$ cat src/rtl/incr_chunk_predictor.sv
module incr_chunk_predictor #(
  parameter int MODE_W = 3,
  parameter int CNT_W  = 7
) (
  input  logic              clk,
  input  logic              rst_n,
  input  logic [MODE_W-1:0] beat_mode,
  input  logic              sel,
  input  logic [1:0]        htrans,
  input  logic [2:0]        hburst,
  input  logic              hready,
  output logic              eob_pred
);

  localparam logic [1:0] T_IDLE   = 2'b00;
  localparam logic [1:0] T_BUSY   = 2'b01;
  localparam logic [1:0] T_NONSEQ = 2'b10;
  localparam logic [2:0] B_INCR   = 3'b001;

  logic [CNT_W-1:0] cnt;
  logic [CNT_W-1:0] lim_m1;
  logic [CNT_W-1:0] base;
  logic             in_incr;
  logic             xfer, nonseq, incr_now, idle_acc;

  assign xfer     = sel & hready & htrans[1];
  assign nonseq   = (htrans == T_NONSEQ);
  assign idle_acc = sel & hready & (htrans == T_IDLE);
  assign incr_now = nonseq ? (hburst == B_INCR) : in_incr;
  assign base     = nonseq ? '0 : cnt;

  always_comb begin
    if (beat_mode == MODE_W'(1))
      lim_m1 = '0;
    else
      lim_m1 = CNT_W'((32'd1 << beat_mode) - 32'd1);
  end

  assign eob_pred = xfer & incr_now & (beat_mode != '0) & (base == lim_m1);

  always_ff @(posedge clk or negedge rst_n) begin
    if (!rst_n) begin
      cnt     <= '0;
      in_incr <= 1'b0;
    end else if (xfer) begin
      in_incr <= incr_now;
      cnt     <= eob_pred ? '0 : base + 1'b1;
    end else if (idle_acc) begin
      in_incr <= 1'b0;
      cnt     <= '0;
    end
  end

  p_quiet_unlim_r2: assert property (@(posedge clk) disable iff (!rst_n)
    (beat_mode == '0) |-> !eob_pred);

  p_every_beat_r3: assert property (@(posedge clk) disable iff (!rst_n)
    (beat_mode == MODE_W'(1) && sel && hready && htrans == T_NONSEQ && hburst == B_INCR) |-> eob_pred);

  p_on_beat_r4: assert property (@(posedge clk) disable iff (!rst_n)
    eob_pred |-> (sel && hready && htrans[1]));

  p_busy_hold_r5: assert property (@(posedge clk) disable iff (!rst_n)
    (sel && htrans == T_BUSY) |=> $stable(cnt));

  p_idle_clear_r6: assert property (@(posedge clk) disable iff (!rst_n)
    (sel && hready && htrans == T_IDLE) |=> (cnt == '0));

  p_fixed_quiet_r8: assert property (@(posedge clk) disable iff (!rst_n)
    (htrans == T_NONSEQ && hburst != B_INCR) |-> !eob_pred);

  p_chunk_restart_r9: assert property (@(posedge clk) disable iff (!rst_n)
    eob_pred |=> (cnt == '0));

endmodule

$ cat config.mk
export PLATFORM = sky130hd
export DESIGN_NAME = incr_chunk_predictor
export DESIGN_NICKNAME = d
export VERILOG_FILES = /design/src/rtl/incr_chunk_predictor.sv
export SDC_FILE = /design/constraint.sdc
export NUM_CORES = 1
export LEC_CHECK = 0
export ABC_AREA = 1
export BUFFER_PORTS_ARGS = -buffer_cell sky130_fd_sc_hd__buf_2
export CORE_MARGIN = 2
export CORE_UTILIZATION = 53
export DETAILED_ROUTE_END_ITERATION = 10
export GPL_TIMING_DRIVEN = 0
export PLACE_DENSITY = 0.76
export SYNTH_ARGS = -nofsm -noshare
export SYNTH_HDL_FRONTEND = slang
export SYNTH_SLANG_ARGS = --single-unit
$ cat constraint.sdc
create_clock -name clk -period 1.62 [get_ports clk]
set_clock_uncertainty 0.1 [all_clocks]
set_input_delay 0 -clock clk [delete_from_list [all_inputs] [get_ports clk]]
set_output_delay 0 -clock clk [all_outputs]
set_load 0.05 [all_outputs]
==> summary.log <==
[run_status] status finished, final reports clean
[floorplan] die span in y 40.7 um
[yosys] most common cell in the synthesized netlist nand2_1
[route] number of iterations in the first detailed-routing pass 4
[timing] Final Setup Violations 0
[route] number of routed nets with antenna violations 0
[worst_hold_path] start point of the worst min-delay path hburst[1]
[worst_setup_path] biggest fanout along the worst timing path 4
[worst_setup_path] cells along the critical path inv_1 -> nor2_1 -> ha_1 -> nand4_1 -> xor2_1 -> nand3_1 -> nand2_1
[yosys] Post-Syn Instances 119
[power] leakage dissipation 0.000538 uW
[worst_setup_path] Critical Path Source Type flip-flop
[worst_setup_path] number of buffers and inverters on the critical path 1
[floorplan] Core Rows 13
[yosys] Mapped Nets 132
[yosys] Warnings, synthesis 0
[clocking] CTS buffer count 3
[clocking] TritonCTS Sinks 8
[worst_setup_path] Reg2Reg Launch Point cnt[1]
[yosys] number of enable flip-flop cells after synthesis 0
[grt] overall global routing resource usage 0.206
[yosys] synth unique cells 18
[timing] unrepaired setup endpoints after global routing no
[worst_hold_path] hold depth 6
[power] power density over cell area 545 nW/um2
[floorplan] I/O Pins 13
[grt] via count of the first global-routing pass 636
[timing] Fin. Hold Viols 0
[route] Avg WL per Cell 10.7 um
[yosys] share of async-settable or async-resettable flops after synthesis 1.00
[grt] wire length of the first global-routing pass 2290 um
[yosys] syn avg cell area 6.01 um2
[worst_setup_path] CP endpoint kind flip-flop
[route] overall routed net length 1670 um
[worst_setup_path] worst setup path class reg2reg
[timing] portion of the clock cycle consumed by the worst path in the final layout 0.941
[grt] pin count of the biggest net entering global routing 11
[timing] crit path time final 1.52 ns
[timing] slew margin rel. 0.857
[worst_setup_path] Req. time, crit path 1.65 ns
[worst_setup_path] family of cells with the greatest summed delay on the critical path simple AND/OR/NAND/NOR gates
[yosys] portion of synthesized cell area occupied by the leading cell type 0.280
[grt] global-route congestion overflow total 0
[timing] max frequency 656 MHz
[floorplan] die outline area 1660 um2
[worst_setup_path] Worst R2R Setup Slack 0.1 ns
[floorplan] Initial Util 0.557
[yosys] primary flip-flop cell chosen by synthesis mapping dfrtp_1
[flow_run] maximum capacitance violations 0
[yosys] netlist area before placement 716 um2
[yosys] main area contributors after synthesis dfrtp_1, nand2_1, nand3_1
[final_layout] fin cells 156
[clocking] maximum buffer depth of the clock tree 2
[final_layout] antenna diode instance count 0
[clocking] clock-pin slew on the worst setup and hold paths 0.05 ns
[final_layout] Area Overhead vs Synth 24.3%
[route] detailed-route vias per instance 5.02
[placement] post-detail-place hpwl 1210 um
[worst_hold_path] HP Class in2reg
[yosys] cell accounting for the most synthesized area dfrtp_1
[clocking] Clk Latency, worst-skew pair 0.24 ns
[worst_setup_path] cell with the largest stage delay on the worst path dfrtp_1
[clocking] CTS tree yes
[worst_setup_path] crit-path max cell delay 0.41 ns
[placement] count of buffers from port buffering 12
[yosys] sequential element share of the synthesized area 0.280
[final_layout] Post-layout nets 156
[yosys] leading post-synthesis cells by instance count nand2_1, inv_1, nand3_1
[timing] Slew @ Worst Pin 0.212 ns
[route] initial drt markers 21
[yosys] Yosys reg bits 8
[worst_setup_path] worst path arrival time 1.55 ns
[floorplan] Core Footprint 1280 um2
[route] overall via count from detail_route 783
[placement] Placed Cells 146
[clocking] count of H-tree levels built during CTS 1
[grt] number of antenna violations at the first check in global routing 0
[power] peak ir drop on the vdd network 419 uV
[worst_setup_path] depth of the most critical reg-to-reg path 7
[clocking] clock root buffer clkbuf_4
[timing] Setup TNS Final 0 ns
[timing] Slew Viols, Final 0
[placement] RePlAce Congestion 0.837
[route] DRC 0
[worst_hold_path] hold-critical path endpoint in_incr
[floorplan] Die Width 40.7 um
[final_layout] fraction of layout cells with a size suffix above 1 0.241
[worst_setup_path] Reg2Reg Capture Point cnt[4]
logic make-up after synthesis:
group,synth area share
AND/OR/NAND/NOR,0.554
buffers and inverters,0.105
flip-flops,0.280
XOR/XNOR,0.0367
AO/OA/AOI/OAI,0.00699
adder cells (fa/ha/maj),0.0175
sequential cells by signal, indices dropped and copies added (netlist names):
| signal | count |
|---|---|
| cnt | 7 |
| in_incr | 1 |
cells in the final DEF, fill, tap and decap left out:
cell	netlist	final
dlygate4sd3_1	0	2
nand2_4	1	1
nor3_1	1	1
o21ai_1	0	1
nand3b_1	2	2
nor2_2	3	4
nand2_2	2	4
buf_4	0	5
xnor2_1	1	1
nand2_1	49	47
nand3_2	2	2
buf_6	1	2
nor2_1	10	9
nand3_1	16	16
inv_2	1	1
nand4_1	2	2
xor2_1	2	2
ha_1	1	1
dfrtp_1	8	7
dfrtp_2	0	1
clkbuf_4	0	3
buf_2	0	11
inv_1	16	16
worst min-delay path, delay by kind of cell:
kind / cells / cell delay (ns)
and+or+nand+nor: 5 / 0.25
buffers and inverters: 1 / 0.07
through the flow:
stage | instance area [um2] | utilization | total power [uW] | setup WS [ns] | hold WS, ns
2_1_floorplan | 716 | - | 302 | 0.297 | -0.396
3_3_place_gp | 795 | 0.618 | 338 | 0.135 | -0.260
3_5_place_dp | 795 | 0.618 | 342 | 0.135 | -0.259
4_1_cts | 848 | 0.660 | 488 | 0.0165 | 0.0133
5_1_grt | 890 | 0.692 | 520 | 0.00188 | 0.0468
6_report | 890 | 0.692 | 485 | 0.0961 | 0.0231
routing by layer:
layer,track usage,vias to the layer above,wire length [um]
li1,-,418,-
met1,0.260,346,760
met2,0.377,17,861
met3,0,2,34
met4,0.0750,0,14
met5,0,-,0
worst max-delay path by stage:
stage,to,start,cells past startpoint,slack [ns]
finish,cnt[4],cnt[1],7,0.1
floorplan,cnt[4],cnt[0],7,0.30
detailed placement,cnt[4],cnt[1],7,0.14
global placement,cnt[4],cnt[1],7,0.14
global route,eob_pred,cnt[5],8,0.002
CTS,eob_pred,cnt[5],8,0.02
timing repair:
action / CTS / global route
endpoints found under the setup margin: 1 / 1
setup buffers: 1 / 4
endpoints found under the hold margin: 9 / 0
hold buffers: 2 / 0
gates resized for setup: 2 / 5
pin swaps: 0 / 1
layout make-up:
type / instances / area (um2)
Clock buffer: 3 / 22.5
Buffer: 1 / 11.3
Tap cell: 15 / 18.8
Multi-Input combinational cell: 93 / 448
Sequential cell: 8 / 201
Inverter: 17 / 63.8
Fill cell: 127 / 395
Timing Repair Buffer: 19 / 124
power by group:
part,internal (uW),switching (uW)
combinational,46.0,74.2
sequential,215,13.5
clock,83.8,53.2
total,344,141
(Power assumes the default switching activity.)
